**src/rtl/boot_sel_pkg.sv**
```systemverilog
package boot_sel_pkg;

    localparam logic [31:0] SYNC_PATTERN = 32'hAA995566;
    localparam logic [31:0] NOP_PAIR     = 32'h20002000;
    localparam int          NUM_GEN      = 4;
    localparam int          GEN_IDX_W    = $clog2(NUM_GEN);

    localparam logic [15:0] WR_GEN1 = 16'h3261;
    localparam logic [15:0] WR_GEN2 = 16'h3281;
    localparam logic [15:0] WR_GEN3 = 16'h32A1;
    localparam logic [15:0] WR_GEN4 = 16'h32C1;

    typedef enum logic [1:0] {
        ST_IDLE,
        ST_LOAD,
        ST_OK,
        ST_FAIL
    } boot_state_e;

    typedef struct packed {
        logic [7:0]  cmd;
        logic [23:0] addr;
    } image_loc_t;

    typedef struct packed {
        logic                 hit;
        logic [GEN_IDX_W-1:0] idx;
    } reg_sel_t;

    function automatic reg_sel_t decode_hdr(input logic [15:0] code);
        reg_sel_t s;
        s.hit = 1'b1;
        s.idx = '0;
        case (code)
            WR_GEN1: s.idx = GEN_IDX_W'(0);
            WR_GEN2: s.idx = GEN_IDX_W'(1);
            WR_GEN3: s.idx = GEN_IDX_W'(2);
            WR_GEN4: s.idx = GEN_IDX_W'(3);
            default: s.hit = 1'b0;
        endcase
        return s;
    endfunction

    function automatic image_loc_t make_loc(input logic [15:0] lo_word,
                                            input logic [15:0] hi_word);
        image_loc_t l;
        l.cmd  = hi_word[15:8];
        l.addr = {hi_word[7:0], lo_word};
        return l;
    endfunction

endpackage

```
**src/rtl/boot_hdr_parser.sv**
```systemverilog
module boot_hdr_parser
    import boot_sel_pkg::*;
(
    input  logic                 clk,
    input  logic                 rst,
    input  logic                 hdr_valid,
    input  logic [31:0]          hdr_word,
    output logic                 wr_en,
    output logic [GEN_IDX_W-1:0] wr_idx,
    output logic [15:0]          wr_data
);

    logic     synced_q;
    reg_sel_t sel;

    always_ff @(posedge clk) begin
        if (rst) begin
            synced_q <= 1'b0;
        end else if (hdr_valid && hdr_word == SYNC_PATTERN) begin
            synced_q <= 1'b1;
        end
    end

    always_comb begin
        sel     = decode_hdr(hdr_word[31:16]);
        wr_en   = hdr_valid && synced_q && sel.hit;
        wr_idx  = sel.idx;
        wr_data = hdr_word[15:0];
    end

    // the no-op pair never produces a register write
    assert_nop_inert_R3: assert property (@(posedge clk) disable iff (rst)
        (hdr_valid && hdr_word == NOP_PAIR) |-> !wr_en);

endmodule

```
**src/rtl/boot_gen_regs.sv**
```systemverilog
module boot_gen_regs
    import boot_sel_pkg::*;
(
    input  logic                 clk,
    input  logic                 rst,
    input  logic                 wr_en,
    input  logic [GEN_IDX_W-1:0] wr_idx,
    input  logic [15:0]          wr_data,
    output image_loc_t           primary_loc,
    output image_loc_t           golden_loc
);

    logic [NUM_GEN-1:0][15:0] gen_q;

    for (genvar g = 0; g < NUM_GEN; g++) begin : g_reg
        always_ff @(posedge clk) begin
            if (rst) begin
                gen_q[g] <= '0;
            end else if (wr_en && wr_idx == GEN_IDX_W'(g)) begin
                gen_q[g] <= wr_data;
            end
        end
    end

    assign primary_loc = make_loc(gen_q[0], gen_q[1]);
    assign golden_loc  = make_loc(gen_q[2], gen_q[3]);

    // contents persist whenever the parser issues no write
    assert_sticky_regs_R11: assert property (@(posedge clk) disable iff (rst)
        !wr_en |=> $stable(gen_q));

endmodule

```
**src/rtl/boot_retry_fsm.sv**
```systemverilog
module boot_retry_fsm
    import boot_sel_pkg::*;
#(
    parameter int SYNC_LIMIT    = 1024,
    parameter int PRIMARY_TRIES = 3,
    parameter int MAX_STRIKES   = 6,
    localparam int STRIKE_W     = $clog2(MAX_STRIKES + 1),
    localparam int TMR_W        = (SYNC_LIMIT > 2) ? $clog2(SYNC_LIMIT) : 1
)(
    input  logic                clk,
    input  logic                rst,
    input  logic                reboot_req,
    input  logic                load_sync,
    input  logic                load_crc_err,
    input  logic                load_done,
    output logic [STRIKE_W-1:0] strike_cnt,
    output logic                loading,
    output logic                boot_ok,
    output logic                boot_fail,
    output logic                use_golden
);

    boot_state_e         st_q;
    logic [STRIKE_W-1:0] strike_q;
    logic [TMR_W-1:0]    timer_q;
    logic                seen_q;
    logic                timed_out;
    logic                attempt_fail;

    always_comb begin
        timed_out    = !seen_q && !load_sync && (timer_q == TMR_W'(SYNC_LIMIT - 1));
        attempt_fail = (st_q == ST_LOAD) && (load_crc_err || timed_out);
    end

    always_ff @(posedge clk) begin
        if (rst) begin
            st_q     <= ST_IDLE;
            strike_q <= '0;
            timer_q  <= '0;
            seen_q   <= 1'b0;
        end else begin
            case (st_q)
                ST_IDLE, ST_OK: begin
                    if (reboot_req) begin
                        st_q    <= ST_LOAD;
                        timer_q <= '0;
                        seen_q  <= 1'b0;
                    end
                end
                ST_LOAD: begin
                    if (attempt_fail) begin
                        strike_q <= strike_q + 1'b1;
                        timer_q  <= '0;
                        seen_q   <= 1'b0;
                        if (strike_q == STRIKE_W'(MAX_STRIKES - 1)) begin
                            st_q <= ST_FAIL;
                        end
                    end else if (load_done) begin
                        st_q <= ST_OK;
                    end else begin
                        if (!seen_q) begin
                            timer_q <= timer_q + 1'b1;
                        end
                        seen_q <= seen_q | load_sync;
                    end
                end
                default: st_q <= ST_FAIL;
            endcase
        end
    end

    assign strike_cnt = strike_q;
    assign loading    = (st_q == ST_LOAD);
    assign boot_ok    = (st_q == ST_OK);
    assign boot_fail  = (st_q == ST_FAIL);
    assign use_golden = (strike_q >= STRIKE_W'(PRIMARY_TRIES));

    // the strike count only ever holds or steps up by one
    assert_strike_step_R6: assert property (@(posedge clk) disable iff (rst)
        1'b1 |=> (strike_cnt == $past(strike_cnt) ||
                  strike_cnt == $past(strike_cnt) + 1'b1));

    // exhaustion is sticky and reached only at the strike ceiling
    assert_fail_sticky_R9: assert property (@(posedge clk) disable iff (rst)
        boot_fail |=> boot_fail);
    assert_fail_at_max_R9: assert property (@(posedge clk) disable iff (rst)
        $rose(boot_fail) |-> strike_cnt == STRIKE_W'(MAX_STRIKES));

    // success is only ever entered from a running load
    assert_ok_from_load_R10: assert property (@(posedge clk) disable iff (rst)
        $rose(boot_ok) |-> $past(loading));

    // a reboot request outside a load leaves the count alone
    assert_reboot_keeps_strikes_R11: assert property (@(posedge clk) disable iff (rst)
        (reboot_req && !loading) |=> strike_cnt == $past(strike_cnt));

endmodule

```
**src/rtl/boot_image_selector.sv**
```systemverilog
module boot_image_selector
    import boot_sel_pkg::*;
#(
    parameter int SYNC_LIMIT    = 1024,
    parameter int PRIMARY_TRIES = 3,
    parameter int MAX_STRIKES   = 6,
    localparam int STRIKE_W     = $clog2(MAX_STRIKES + 1)
)(
    input  logic                clk,
    input  logic                rst,
    input  logic                hdr_valid,
    input  logic [31:0]         hdr_word,
    input  logic                reboot_req,
    input  logic                load_sync,
    input  logic                load_crc_err,
    input  logic                load_done,
    output logic [23:0]         start_addr,
    output logic [7:0]          read_cmd,
    output logic [STRIKE_W-1:0] strike_cnt,
    output logic                loading,
    output logic                boot_ok,
    output logic                boot_golden,
    output logic                boot_fail
);

    logic                 wr_en;
    logic [GEN_IDX_W-1:0] wr_idx;
    logic [15:0]          wr_data;
    image_loc_t           primary_loc;
    image_loc_t           golden_loc;
    image_loc_t           chosen;
    logic                 use_golden;

    boot_hdr_parser u_parser (
        .clk       (clk),
        .rst       (rst),
        .hdr_valid (hdr_valid),
        .hdr_word  (hdr_word),
        .wr_en     (wr_en),
        .wr_idx    (wr_idx),
        .wr_data   (wr_data)
    );

    boot_gen_regs u_regs (
        .clk         (clk),
        .rst         (rst),
        .wr_en       (wr_en),
        .wr_idx      (wr_idx),
        .wr_data     (wr_data),
        .primary_loc (primary_loc),
        .golden_loc  (golden_loc)
    );

    boot_retry_fsm #(
        .SYNC_LIMIT    (SYNC_LIMIT),
        .PRIMARY_TRIES (PRIMARY_TRIES),
        .MAX_STRIKES   (MAX_STRIKES)
    ) u_fsm (
        .clk          (clk),
        .rst          (rst),
        .reboot_req   (reboot_req),
        .load_sync    (load_sync),
        .load_crc_err (load_crc_err),
        .load_done    (load_done),
        .strike_cnt   (strike_cnt),
        .loading      (loading),
        .boot_ok      (boot_ok),
        .boot_fail    (boot_fail),
        .use_golden   (use_golden)
    );

    assign chosen      = use_golden ? golden_loc : primary_loc;
    assign start_addr  = chosen.addr;
    assign read_cmd    = chosen.cmd;
    assign boot_golden = use_golden;

    // the golden location is presented exactly when golden is selected
    assert_golden_route_R8: assert property (@(posedge clk) disable iff (rst)
        boot_golden |-> (start_addr == golden_loc.addr && read_cmd == golden_loc.cmd));

endmodule

```
**config.mk**
```make
export PLATFORM = sky130hd
export DESIGN_NAME = boot_image_selector
export DESIGN_NICKNAME = d
export VERILOG_FILES = /design/src/rtl/boot_sel_pkg.sv /design/src/rtl/boot_hdr_parser.sv /design/src/rtl/boot_gen_regs.sv /design/src/rtl/boot_retry_fsm.sv /design/src/rtl/boot_image_selector.sv
export SDC_FILE = /design/constraint.sdc
export NUM_CORES = 1
export LEC_CHECK = 0
export ABC_AREA = 1
export ABC_CLOCK_PERIOD_IN_PS = 1600
export BUFFER_PORTS_ARGS = -buffer_cell sky130_fd_sc_hd__buf_2
export CORE_MARGIN = 1.5
export CORE_UTILIZATION = 51
export DETAILED_ROUTE_END_ITERATION = 8
export GPL_ROUTABILITY_DRIVEN = 0
export HOLD_SLACK_MARGIN = 0.08
export PLACE_DENSITY = 0.76
export SLEW_MARGIN = 10
export SYNTH_ARGS = -nofsm -noshare
export SYNTH_HDL_FRONTEND = slang
export SYNTH_HIERARCHICAL = 1
export SYNTH_SLANG_ARGS = --single-unit
```
**constraint.sdc**
```tcl
create_clock -name clk -period 1.6 [get_ports clk]
set_input_delay 0.08 -clock clk [delete_from_list [all_inputs] [get_ports clk]]
set_output_delay 0.08 -clock clk [all_outputs]
set_load 0.02 [all_outputs]
```
==> metrics.txt <==
CTS tree=built; Critical Path Start Type=flip-flop; pre-CTS WS=-0.310 ns; Crit Reg-Reg Startpoint=u_fsm/timer_q[0]$_SDFFE_PP0P_; H-tree depth=3; initial antenna violation count=0; Layout Cells excl Fill=948; YS warnings=6; Num CTS Buffers=9; cell mode on critical path=ha_4; Initial Util=52.5%; FF/Latch Area=0.00163 sq mm; share of cells above drive strength 1=28.7%; Routed Antenna Nets=0; Detail Placement HPWL=7750 um; Mapped Nets=784; most frequent cells in the layout=190 x nand2_1, 144 x nor2_1, 91 x inv_1; maximum net fanout on the critical path=7; clk_lat worst skew=0.37 ns; Slowest-stage cell, CP=dfxtp_4; row count=34; Total GRT Usage=27.8%; CTS clock-pin slew for the worst setup and hold paths=0.09 ns; Hold Path End=u_parser/synced_q$_SDFFE_PP0P_; FF-to-FF setup slack=-0.01 ns; Gate power share=15.6%; total power draw=4350 uW; failing checks=setup timing; leakage=0.00329 uW; area grow syn2layout=35.3%; worst hold path depth=6; worst slew pin tran=0.690 ns; final hold vios=0; vias=4842; crit-path max cell delay=0.37 ns; drt pass-1 iters=5; status=complete, but fails checks; Die H=97.7 um; largest net degree at the start of global routing=64; setup TNS=-9.62 ns; drt total wl=13000 um; PwrDens=701 mW/mm^2; first-pass GRT wire length=21500 um; global route hottest layer=met2; DRC=0; Final Max Slew Viols=0; multi-input logic area=0.00267 sq mm; arrival time at the worst endpoint=1.86 ns; routed len/inst=13.7 um; Sw Pwr=1280 uW; routing usage on met2=47.1%; most common cell after layout, fill and taps aside=nand2_1; filler cell count=686; IO buf count=77; Max Fclk=516 MHz; worst min path class=in2reg; hold_sp=hdr_word[24]; unrepaired setup endpoints after global routing=true; Final nets=878; die width=97.7 um; Rel. slew slack=53.9%; Post-Syn Area=0.00458 sq mm; Seq/Total Area, Yosys=35.4%; Avg Inst Size Synth=6.18 sq um; R2R cell count=10; Max Cap Viol=0; Worst EP required=1.52 ns; Clock power frac=36.8%; Max Buffers Root-to-Sink=2; CP Class=reg2out; Min Hold Slack=0.135 ns; CTS Root Cell=clkbuf_8; FF+latch count, synth=81; post-DR vias/cell=5.11; Tcrit/Tclk final=121%; Iter 0 DRT Violations=350; # setup viols final=34; die area=0.00955 sq mm; CP Capture Type=output pin; CP Cell Sequence=ha_4 -> ha_4 -> nor2_4 -> o21ai_4 -> buf_12 -> buf_16 -> nand2_4 -> nand2_2 -> buf_6; Mapped Cells=741; Reg2Reg Capture Point=u_fsm/timer_q[3]$_SDFFE_PP0P_; final worst setup slack=-0.339 ns; grt met3 use=4.58%; Overflow after GRT=0; n_diodes=0; Flop pwr share=47.6%; Ports=78; Distinct cells, synth=37; GRT met1 Usage=35.5%; fin crit period=1.94 ns; Switching Share=29.4%; maximum vdd drop=0.000643 V; Placed Cells=903; Internal Power=3070 uW; vias in the first global route=4649; core area=0.00872 sq mm; clock skew=0.0163 ns; clk sink count=81
[kinds of logic (layout without fill, tap and decap cells)]
logic type      Yosys count  in the layout  share of synthesized area, %
simple gates            475            476                          43.7
xor+xnor                  2              2                         0.383
fa+ha+maj                 4              4                          1.09
flops                    81             81                          35.4
compound gates           36             36                          4.07
buf+inv                 143            241                          15.3
[repair_timing]
action / in CTS / in global routing
hold endpoints to repair: 54 / 0
resized for setup: 125 / 41
hold buffers: 17 / 0
endpoints found under the setup margin: 43 / 63
pin swaps: 31 / 27
buffers inserted: 6 / 1
cloned: 6 / 0
[synthesized netlist by cell type (all sizes together)]
library cell    n  area share (%)
a21oi          25             2.8
buf            40             6.0
clkbuf          6             1.1
clkinv          2            0.16
dfxtp          81              35
ha              4             1.1
inv            95             8.0
nand2         269              23
nand3          32             3.5
nand3b          1            0.16
nand4           6             1.3
nor2          154              14
nor3            7            0.77
nor3b           1            0.16
nor4            2            0.74
o21ai          10             1.1
o21bai          1            0.16
or2             3            0.41
xor2            2            0.38
[critical path: cells and delay by family, from the launching register on]
| kind | cells | cell delay (ns) |
|---|---|---|
| DFF | 1 | 0.37 |
| and+or+nand+nor | 3 | 0.20 |
| AOI/OAI and AO/OA | 1 | 0.14 |
| adders and majority gates | 2 | 0.31 |
| buffers and inverters | 3 | 0.47 |
[area by class of cell]
type                    instances  share of cell area, %
repair inverters                2                  0.667
clock buffers                   9                   2.00
clock inverters                 7                   1.35
multi-input cells             518                   43.1
inverters                      97                   6.30
repair buffers                126                   18.0
flip-flops and latches         81                   26.4
well taps                     108                   2.18
[how the worst max path moves through the flow]
stage / from / to / slack (ns) / cells after the start
final: u_fsm/strike_cnt[1]$_SDFFE_PP0P_ / read_cmd[0] / -0.34 / 9
after global routing: u_fsm/strike_cnt[0]$_SDFFE_PP0P_ / start_addr[10] / -0.38 / 9
after CTS: u_fsm/strike_cnt[0]$_SDFFE_PP0P_ / start_addr[3] / -0.35 / 9
after detailed placement: hdr_word[20] / u_regs/primary_loc[14]$_SDFFE_PP0P_ / -0.31 / 10
after global placement: hdr_word[23] / u_regs/primary_loc[15]$_SDFFE_PP0P_ / -0.22 / 11
after floorplan: u_fsm/strike_cnt[0]$_SDFFE_PP0P_ / read_cmd[0] / -0.003 / 9
[stage by stage]
| stage | cell area, sq um | util (%) |
|---|---|---|
| final | 6190 | 71.0 |
| after global routing | 6190 | 71.0 |
| after CTS | 6050 | 69.4 |
| after detailed placement | 5070 | 58.2 |
| after global placement | 5070 | 58.2 |
| after floorplan | 4650 | - |
[power groups by stage]
stage | logic, uW | registers, uW | clock network (uW)
floorplan | 325 | 2110 | 0
global placement | 448 | 2110 | 0
detailed placement | 463 | 2110 | 0
CTS | 644 | 2070 | 1610
global route | 727 | 2070 | 1700
finish | 677 | 2070 | 1600
[metal layers]
layer,part of all wire [%],vias up
met4,2.9,0
met2,48,190
met5,0,-
met3,6.7,34
li1,-,2394
met1,42,2224
[flip-flops by register name (all words and copies together) (netlist names)]
signal,cells
u_regs/golden_loc,32
u_regs/primary_loc,32
u_fsm/timer_q,10
u_fsm/strike_cnt,3
u_fsm/st_q,2
u_fsm/seen_q,1
u_parser/synced_q,1
(Power assumes the default switching activity.)
